==> src/rtl/fbt_pkg.sv <==
package fbt_pkg;

  typedef enum logic [1:0] {
    PEN_NONE    = 2'd0,
    PEN_MISS    = 2'd1,
    PEN_MISPRED = 2'd2
  } pen_e;

  localparam logic [1:0] CTR_INIT = 2'b10;

  function automatic logic [1:0] ctr_step(input logic [1:0] ctr, input logic up);
    logic [1:0] nxt;
    if (up) nxt = (ctr == 2'b11) ? ctr : ctr + 2'd1;
    else    nxt = (ctr == 2'b00) ? ctr : ctr - 2'd1;
    return nxt;
  endfunction

endpackage

==> src/rtl/fbt_table.sv <==
module fbt_table #(
  parameter int PC_W  = 32,
  parameter int IDX_W = 4,
  localparam int TAG_W   = PC_W - IDX_W - 2,
  localparam int ENTRIES = 1 << IDX_W
) (
  input  logic             clk,
  input  logic             rst_n,
  input  logic [IDX_W-1:0] a_idx,
  output logic             a_valid,
  output logic [TAG_W-1:0] a_tag,
  output logic [PC_W-1:0]  a_target,
  output logic [1:0]       a_ctr,
  input  logic [IDX_W-1:0] b_idx,
  output logic             b_valid,
  output logic [TAG_W-1:0] b_tag,
  output logic [PC_W-1:0]  b_target,
  output logic [1:0]       b_ctr,
  input  logic             wr_en,
  input  logic [IDX_W-1:0] wr_idx,
  input  logic [TAG_W-1:0] wr_tag,
  input  logic [PC_W-1:0]  wr_target,
  input  logic [1:0]       wr_ctr
);

  logic [ENTRIES-1:0] valid_q;
  logic [TAG_W-1:0]   tag_q    [ENTRIES];
  logic [PC_W-1:0]    target_q [ENTRIES];
  logic [1:0]         ctr_q    [ENTRIES];

  for (genvar e = 0; e < ENTRIES; e++) begin : g_entry
    wire sel = wr_en && (wr_idx == IDX_W'(e));

    always_ff @(posedge clk or negedge rst_n) begin
      if (!rst_n) valid_q[e] <= 1'b0;
      else if (sel) valid_q[e] <= 1'b1;
    end

    always_ff @(posedge clk) begin
      if (sel) begin
        tag_q[e]    <= wr_tag;
        target_q[e] <= wr_target;
        ctr_q[e]    <= wr_ctr;
      end
    end
  end

  assign a_valid  = valid_q[a_idx];
  assign a_tag    = tag_q[a_idx];
  assign a_target = target_q[a_idx];
  assign a_ctr    = ctr_q[a_idx];
  assign b_valid  = valid_q[b_idx];
  assign b_tag    = tag_q[b_idx];
  assign b_target = target_q[b_idx];
  assign b_ctr    = ctr_q[b_idx];

endmodule

==> src/rtl/fbt_resolve.sv <==
module fbt_resolve
  import fbt_pkg::*;
#(
  parameter int PC_W  = 32,
  parameter int IDX_W = 4,
  localparam int TAG_W = PC_W - IDX_W - 2
) (
  input  logic             res_valid,
  input  logic [TAG_W-1:0] res_tag,
  input  logic             res_taken,
  input  logic [PC_W-1:0]  res_target,
  input  logic             rd_valid,
  input  logic [TAG_W-1:0] rd_tag,
  input  logic [PC_W-1:0]  rd_target,
  input  logic [1:0]       rd_ctr,
  output logic             wr_en,
  output logic [TAG_W-1:0] wr_tag,
  output logic [PC_W-1:0]  wr_target,
  output logic [1:0]       wr_ctr,
  output pen_e             penalty
);

  logic was_hit, guessed_taken, guess_ok;

  always_comb begin
    was_hit       = rd_valid && (rd_tag == res_tag);
    guessed_taken = rd_ctr[1];
    guess_ok      = (guessed_taken == res_taken) &&
                    (!res_taken || (rd_target == res_target));
    wr_tag        = res_tag;
    if (was_hit) begin
      wr_en     = res_valid;
      wr_ctr    = ctr_step(rd_ctr, res_taken);
      wr_target = res_taken ? res_target : rd_target;
      penalty   = guess_ok ? PEN_NONE : PEN_MISPRED;
    end else begin
      wr_en     = res_valid && res_taken;
      wr_ctr    = CTR_INIT;
      wr_target = res_target;
      penalty   = res_taken ? PEN_MISS : PEN_NONE;
    end
  end

endmodule

==> src/rtl/fbt_lookup.sv <==
module fbt_lookup #(
  parameter int PC_W  = 32,
  parameter int IDX_W = 4,
  localparam int TAG_W = PC_W - IDX_W - 2
) (
  input  logic [PC_W-1:0]  pc,
  input  logic             rd_valid,
  input  logic [TAG_W-1:0] rd_tag,
  input  logic [PC_W-1:0]  rd_target,
  input  logic [1:0]       rd_ctr,
  output logic             hit,
  output logic             taken,
  output logic [PC_W-1:0]  next_pc
);

  localparam logic [PC_W-1:0] STEP = PC_W'(4);

  always_comb begin
    hit     = rd_valid && (rd_tag == pc[PC_W-1:IDX_W+2]);
    taken   = hit && rd_ctr[1];
    next_pc = taken ? rd_target : pc + STEP;
  end

endmodule

==> src/rtl/fetch_target_buffer.sv <==
module fetch_target_buffer
  import fbt_pkg::*;
#(
  parameter int PC_W  = 32,
  parameter int IDX_W = 4
) (
  input  logic            clk,
  input  logic            rst_n,
  input  logic [PC_W-1:0] fetch_pc,
  output logic            fetch_hit,
  output logic            fetch_taken,
  output logic [PC_W-1:0] fetch_next_pc,
  input  logic            res_valid,
  input  logic [PC_W-1:0] res_pc,
  input  logic            res_taken,
  input  logic [PC_W-1:0] res_target,
  output logic            pen_valid,
  output logic [1:0]      pen_cycles
);

  localparam int TAG_W = PC_W - IDX_W - 2;

  logic             a_valid, b_valid, wr_en;
  logic [TAG_W-1:0] a_tag, b_tag, wr_tag;
  logic [PC_W-1:0]  a_target, b_target, wr_target;
  logic [1:0]       a_ctr, b_ctr, wr_ctr;
  pen_e             penalty;
  logic             unused_res_lsb;

  assign unused_res_lsb = ^res_pc[1:0];

  fbt_table #(.PC_W(PC_W), .IDX_W(IDX_W)) u_table (
    .clk, .rst_n,
    .a_idx(fetch_pc[IDX_W+1:2]), .a_valid, .a_tag, .a_target, .a_ctr,
    .b_idx(res_pc[IDX_W+1:2]),   .b_valid, .b_tag, .b_target, .b_ctr,
    .wr_en, .wr_idx(res_pc[IDX_W+1:2]), .wr_tag, .wr_target, .wr_ctr
  );

  fbt_lookup #(.PC_W(PC_W), .IDX_W(IDX_W)) u_lookup (
    .pc(fetch_pc), .rd_valid(a_valid), .rd_tag(a_tag), .rd_target(a_target),
    .rd_ctr(a_ctr), .hit(fetch_hit), .taken(fetch_taken), .next_pc(fetch_next_pc)
  );

  fbt_resolve #(.PC_W(PC_W), .IDX_W(IDX_W)) u_resolve (
    .res_valid, .res_tag(res_pc[PC_W-1:IDX_W+2]), .res_taken, .res_target,
    .rd_valid(b_valid), .rd_tag(b_tag), .rd_target(b_target), .rd_ctr(b_ctr),
    .wr_en, .wr_tag, .wr_target, .wr_ctr, .penalty
  );

  always_ff @(posedge clk or negedge rst_n) begin
    if (!rst_n) begin
      pen_valid  <= 1'b0;
      pen_cycles <= 2'd0;
    end else begin
      pen_valid  <= res_valid;
      pen_cycles <= res_valid ? penalty : 2'd0;
    end
  end

endmodule

==> config.mk <==
export PLATFORM = sky130hd
export DESIGN_NAME = fetch_target_buffer
export DESIGN_NICKNAME = d
export VERILOG_FILES = /design/src/rtl/fbt_pkg.sv /design/src/rtl/fbt_table.sv /design/src/rtl/fbt_resolve.sv /design/src/rtl/fbt_lookup.sv /design/src/rtl/fetch_target_buffer.sv
export SDC_FILE = /design/constraint.sdc
export NUM_CORES = 2
export LEC_CHECK = 0
export BUFFER_PORTS_ARGS = -buffer_cell sky130_fd_sc_hd__clkbuf_2
export CORE_MARGIN = 4
export CORE_UTILIZATION = 50
export CTS_CLUSTER_SIZE = 14
export DETAILED_ROUTE_END_ITERATION = 7
export PLACE_DENSITY = 0.66
export SLEW_MARGIN = 20
export SYNTH_ARGS = -nofsm -noshare
export SYNTH_HDL_FRONTEND = slang
export SYNTH_SLANG_ARGS = --single-unit
==> constraint.sdc <==
create_clock -name clk -period 9.15 [get_ports clk]
set_clock_uncertainty 0.05 [all_clocks]
set_input_delay 1.83 -clock clk [delete_from_list [all_inputs] [get_ports clk]]
set_output_delay 1.83 -clock clk [all_outputs]
set_load 0.02 [all_outputs]
# Word-level counts from Yosys, hierarchy flattened
# Memories as Yosys holds them, arrays and structs flattened.
# Cells that the tools add are included.
[totals] ff_bits=19 ram_bits=960 input_bits=100 out_inout_bits=37 word_cells=299 mem_count=3
[classes] add_sub_neg=3 n_lt_le_gt_ge=2 eq_ne=20 muxes=183 reduce_logical=70
[mem_list] name="u_table.target_q" depth=16 word_bits=32 rd=2 rd_clocked_by_memory_dff=0 wr=1 line="fbt_table.sv:28" source="logic [PC_W-1:0] target_q [ENTRIES];"
[mem_list] name="u_table.tag_q" depth=16 word_bits=26 rd=2 rd_clocked_by_memory_dff=0 wr=1 line="fbt_table.sv:27" source="logic [TAG_W-1:0] tag_q [ENTRIES];"
[mem_list] name="u_table.ctr_q" depth=16 word_bits=2 rd=2 rd_clocked_by_memory_dff=0 wr=1 line="fbt_table.sv:29" source="logic [1:0] ctr_q [ENTRIES];"
[ops] operator="2-to-1 mux 32 bit" n=18
[ops] operator="OR reduction 32 bit" n=15
[ops] operator="2-to-1 mux 26 bit" n=15
[ops] operator="OR reduction 26 bit" n=15
[ops] operator="2-to-1 mux 4 bit" n=45
[ops] operator="2-to-1 mux 1 bit" n=81
[ops] operator="equality test 26 bit" n=2
[ops] operator="2-to-1 mux 2 bit" n=22
[ops] operator="adder 32 x 3 -> 32 bit (second input constant)" n=1
[ops] operator="equality test 32 bit" n=1
[ops] operator="equality test 4 bit (second input constant)" n=8
[ops] operator="OR reduction 2 bit" n=15
[ops] operator="logical AND 1 bit" n=21
[ops] operator="equality test 4 x 3 -> 1 bit (second input constant)" n=4
[ops] operator="less-than comparator 4 x 5 -> 1 bit (second input constant)" n=2
[ops] operator="binary-select mux 1 bit (select 4 bit)" n=2
[ops] operator="equality test 4 x 2 -> 1 bit (second input constant)" n=2
[ops] operator="equality test 4 x 1 -> 1 bit (second input constant)" n=1
[ops] operator="logical NOT 4 bit" n=1
[ops] operator="adder 2 x 1 -> 2 bit (second input constant)" n=1
[ops] operator="equality test 2 bit (second input constant)" n=1
[ops] operator="logical NOT 2 bit" n=1
[ops] operator="subtractor 2 x 1 -> 2 bit (second input constant)" n=1
[ops] operator="equality test 1 bit" n=1
[ops] operator="other kinds (2)" n=2

# Depth between registers and ports, before layout
[logic_depth] depth_word=23 mapped_depth=14 ltp_nobuf=9

# Modules after synthesis
# Synthesis repeated with hierarchy kept, for this count alone.
[unflattened] cells_unflattened=2363 hier_area_um2=46674.8
[modules_own_cells] module="fbt_table" instances=1 cells_per_inst=2039 area_per_inst_um2=43679.4 seq_area_each_um2=29228.0
[modules_own_cells] module="fbt_lookup" instances=1 cells_per_inst=168 area_per_inst_um2=1476.4 seq_area_each_um2=0.0
[modules_own_cells] module="fbt_resolve" instances=1 cells_per_inst=151 area_per_inst_um2=1431.4 seq_area_each_um2=0.0
[modules_own_cells] module="fetch_target_buffer" instances=1 cells_per_inst=5 area_per_inst_um2=87.6 seq_area_each_um2=75.1

# Worst setup path after synthesis
# OpenSTA, ideal clock, no wires.
[synth_path] kind="input port to flip-flop" start="input res_pc[2]" end="memory u_table.ctr_q[0][0], enable pin" setup_time_ps=552 t_arrival_ps=8273 required_time_ps=8548 setup_slack_ps=275 stages=12 n_path_buf=4 cell_sequence="buf_6 -> buf_4 -> buf_2 -> mux4_2 -> mux2i_1 -> xor2_1 -> o21ai_0 -> o32a_1 -> nor2_1 -> a31oi_2 -> buf_2 -> nor3_1"
[synth_via] elab_cells_between_ends=115 classes_between="eq/ne: 16; mux: 65; reduce/logical: 33; memory: 1"
[synth_rtl] element="from (decl)" line="fetch_target_buffer.sv:14" source="input logic [PC_W-1:0] res_pc,"
[synth_rtl] element="memory read (16 x 26 bit) / binary-select mux 1 bit (select 4 bit) (equally long branches)"
[synth_rtl] element="equality test 26 bit / 2-to-1 mux 1 bit (equally long branches)" line="fbt_resolve.sv:26, fbt_table.sv:52"
[synth_rtl] element="logical AND 1 bit" line="fbt_resolve.sv:26" source="was_hit = rd_valid && (rd_tag == res_tag);"
[synth_rtl] element="2-to-1 mux 1 bit" line="fbt_resolve.sv:31" source="if (was_hit) begin"
[synth_rtl] element="logical AND 1 bit (*)" line="fbt_table.sv:32" source="wire sel = wr_en && (wr_idx == IDX_W'(e));"
[synth_rtl] element="net u_table.g_entry[0].sel" line="fbt_table.sv:32"
[synth_rtl] element="2-to-1 mux 1 bit (*)" line="fbt_table.sv:40" source="if (sel) begin"
[synth_rtl] element="2-to-1 mux 1 bit (not written as such) (*)" line="fbt_table.sv:43" source="ctr_q[e] <= wr_ctr;"
[synth_rtl] element="2-to-1 mux 1 bit (no line) (*) (15 in series)"
[synth_rtl] element="to (decl)" line="fbt_table.sv:29"
# The timed path passes the listed nets; every way through them passes the cells marked *. The select of a mux whose other input is x is not followed.

# Worst setup path in the final report
[layout_path] start="input fetch_pc[3]" end="output fetch_next_pc[4]"
[layout_via] elab_chain_cells=5 elab_cells_between_ends=10 classes_between="add/sub: 1; eq/ne: 1; mux: 3; reduce/logical: 2; memory: 3"
[layout_lines] element="from (decl)" line="fetch_target_buffer.sv:9" source="input logic [PC_W-1:0] fetch_pc,"
[layout_lines] element="memory read (16 x 26 bit) / binary-select mux 1 bit (select 4 bit) (equally long branches)"
[layout_lines] element="equality test 26 bit / 2-to-1 mux 1 bit (equally long branches)" line="fbt_lookup.sv:19, fbt_table.sv:48"
[layout_lines] element="logical AND 1 bit" line="fbt_lookup.sv:19" source="hit = rd_valid && (rd_tag == pc[PC_W-1:IDX_W+2]);"
[layout_lines] element="logical AND 1 bit" line="fbt_lookup.sv:20" source="taken = hit && rd_ctr[1];"
[layout_lines] element="2-to-1 mux 32 bit (*)" line="fbt_lookup.sv:21" source="next_pc = taken ? rd_target : pc + STEP;"
[layout_lines] element="to (decl)" line="fetch_target_buffer.sv:12" source="output logic [PC_W-1:0] fetch_next_pc,"
# Mark *: on every way between the ends. The rest lies on a longest branch, timed or not. The select of a mux whose other input is x is not followed.

==> run summary <==
Primary flip-flop cell chosen by synthesis mapping = edfxtp_1
XOR/XNOR share of the synthesized area = 2.05%
Post-synth EDFFs = 960
Initial Util = 50.4%
Buffers on Ports = 134
First-pass GRT wire length = 199000 um
Max Root-Sink Buffers = 3
Remaining Overflow, GRT = 0
CTS root buf = clkbuf_16
Gr usage total = 27.1%
Routing usage on met1 = 39.0%
Antenna violations before repair = 14
Routed Antenna Nets = 0
Routed WL = 138000 um
# setup viols final = 0
# rows = 113
CP max FO = 78
Syn nets = 2545
Net Sw Frac = 23.0%
TritonCTS clock tree = done
CP required = 7.27 ns
Run status = complete, no violations
Compound-gate portion of the synthesized area = 2.24%
CP max-delay cell = mux4_2
Via count = 27100
Fin Setup TNS = 0 ns
Worst Setup Start Kind = primary input
I/O pin cnt = 137
Synth Area in Adders = 0.0470%
Post-DP HPWL = 83300 um
Synth Instances = 2444
Leak = 17.4 nW
Largest net degree at the start of global routing = 122
Crit path time final = 7.92 ns
Core box area = 0.0950 mm^2
H-tree levels = 3
Max-cap violation count = 0
Die extent in y = 318 um
Worst min-delay path class = register to register
M3 GR Usage = 5.64%
Total standard cell area after synthesis = 0.0479 mm^2
Pre-Repair DR Iteration Count = 5
Area growth syn-to-layout = 11.1%
Die width = 318 um
CP dominant cell by count = buf_4
Placed Cells = 3740
Internal power = 7.84 mW
CTS Hold Bufs = 0
Most Used Layer, Global Route = met2
Global Route met2 Usage = 43.0%
Num CTS Buffers = 100
Avg Inst Size Synth = 19.6 um^2
Worst skew pair latency = 0.68 ns
DRC = 0
Simple-gate share of the synthesized area = 2.42%
Final worst path period share = 86.6%
Clock Pin Slew Worst Setup and Hold Paths = 0.06 ns
Logic gate share of total power = 9.8%
Share of flip-flops with an asynchronous set or reset = 1.94%
Power share of the clock group = 40.9%
Mux contribution to synthesized area = 29.6%
Slew @ Worst Pin = 1.09 ns
Clk sinks = 979
Hold Vio Cnt, Final = 0
Final Max Slew Viols = 0
WP buf/inv = 4
Post-CTS Setup Bufs = 0
Crit-path cells = buf_8, buf_4, mux4_2, mux2i_1, nor2_1, o41ai_1, nand4b_1, nor4_4, buf_4, mux2_2, clkbuf_2
Register area share after synthesis = 61.2%
Share of post-route cells with drive strength above 1 = 35.7%
# nets final = 2679
Worst endpoint data arrival time = 6.04 ns
Vias/cell = 6.88
Peak supply drop = 159 uV
CP top delay family = buffers and inverters
FILL cells = 7147
Element type at the critical path end = output pin
Power Density = 191 mW/mm^2
Max incr delay on CP = 0.54 ns
Die area = 0.101 mm^2
Unique masters post-synth = 77
Number of global-route vias before repair = 27600
Critical path class = primary input to output pin
Largest family of logic cells by synthesized area = multiplexers
Iter 0 DRT Violations = 3732
DR WL/cell = 35.1 um
Synth Warn # = 0
FF+latch count, synth = 979
Max Clock Freq = 126 MHz
Final non-filler cell total = 3931
RSZ-0062 raised after global routing = false
Final GP Congestion = 0.855
Sw power = 2.35 mW
Post-CTS Resized = 0
Slew HR = 24.9%
Seq pwr share = 49.3%
==> cell usage after synthesis (26+ instances only) <==
cell type,count,share of area [%]
buf_2,57,0.60
buf_6,27,0.63
clkbuf_1,50,0.39
edfxtp_1,960,60
inv_1,26,0.20
mux2_2,68,1.6
mux2i_1,206,4.3
mux4_2,486,23
nand2_1,54,0.42
nor2_1,45,0.35
nor3_1,27,0.28
o21ai_0,31,0.32
xnor2_1,60,1.1
xor2_1,52,0.95
==> metrics by stage <==
stage	setup slack, ns	total power [mW]	hold slack [ns]	instance area [um^2]	util, %
after floorplan	0.275	5.77	0.389	47900	-
after global placement	1.28	6.09	0.416	49800	52.4
after detailed placement	1.27	6.11	0.425	49800	52.4
after CTS	1.27	10.2	0.444	53200	55.9
after global routing	0.957	10.5	0.464	53200	56.0
final	1.23	10.2	0.448	53200	56.0
==> logic make-up (layout without fill, tap and decap cells) <==
group / count (synthesis) / count (layout)
flops: 979 / 979
mux: 775 / 775
buf+inv: 203 / 419
fa+ha+maj: 2 / 2
other cells: 0 / 6
xor+xnor: 112 / 112
compound gates: 150 / 150
simple gates: 223 / 223
==> per-layer routing <==
| metal | wire [um] | share of wire (%) | vias up |
|---|---|---|---|
| met5 | 92 | 0.067 | - |
| met4 | 3060 | 2.2 | 14 |
| met3 | 14700 | 11 | 221 |
| met2 | 66300 | 48 | 1602 |
| met1 | 53800 | 39 | 14500 |
| li1 | - | - | 10700 |
==> cell type report <==
type                            instances  area [um^2]  area share (%)
Sequential cell                       979        29300            55.0
Multi-Input combinational cell       1262        17500            32.9
Clock buffer                          116         2560            4.81
Tap cell                             1265         1580            2.97
Timing Repair Buffer                  208         1350            2.54
Clock inverter                         68          783            1.47
Inverter                               27          101           0.190
Antenna cell                            6         15.0          0.0282
==> power groups by stage <==
stage	clock network, mW	logic [mW]	registers (mW)
finish	4.17	1.00	5.02
global route	4.43	1.05	5.03
CTS	4.22	0.994	5.02
detailed placement	0	0.991	5.12
global placement	0	0.976	5.11
floorplan	0	0.662	5.11
==> path summary, 6_finish.rpt <==
kind / startpoint / end / slack [ns] / cells past startpoint
min reg2reg: u_table.valid_q[12] / u_table.valid_q[12] / 0.45 / 1
max reg2reg: u_table.tag_q[2][10] / u_table.target_q[13][20] / 4.21 / 8
min in group asynchronous: rst_n / u_table.valid_q[5] / 1.08 / 1
min: u_table.valid_q[12] / u_table.valid_q[12] / 0.45 / 1
max in group asynchronous: rst_n / pen_cycles[0] / 7.58 / 1
max: fetch_pc[3] / fetch_next_pc[4] / 1.23 / 11
==> placed cells by master, fill, tap and decap left out, drive strengths merged, types with 12 or more instances in the layout <==
cell type,instances
mux4,500
a22oi,18
nand4,15
dfrtp,19
clkbuf,245
o22ai,12
o21ai,31
nor2,45
o21bai,13
mux2i,206
nand3,17
nor3,27
buf,79
xnor2,60
inv,29
mux2,69
bufinv,15
edfxtp,960
xor2,52
nand2,54
clkinv,48
a21oi,12
==> registers in the layout (all words and copies together) (netlist names) <==
register / count
u_table.valid_q: 16
pen_cycles: 2
pen_valid: 1
u_table.ctr_q: 32
u_table.tag_q: 416
u_table.target_q: 512
Power figures use the tool's default switching activity.
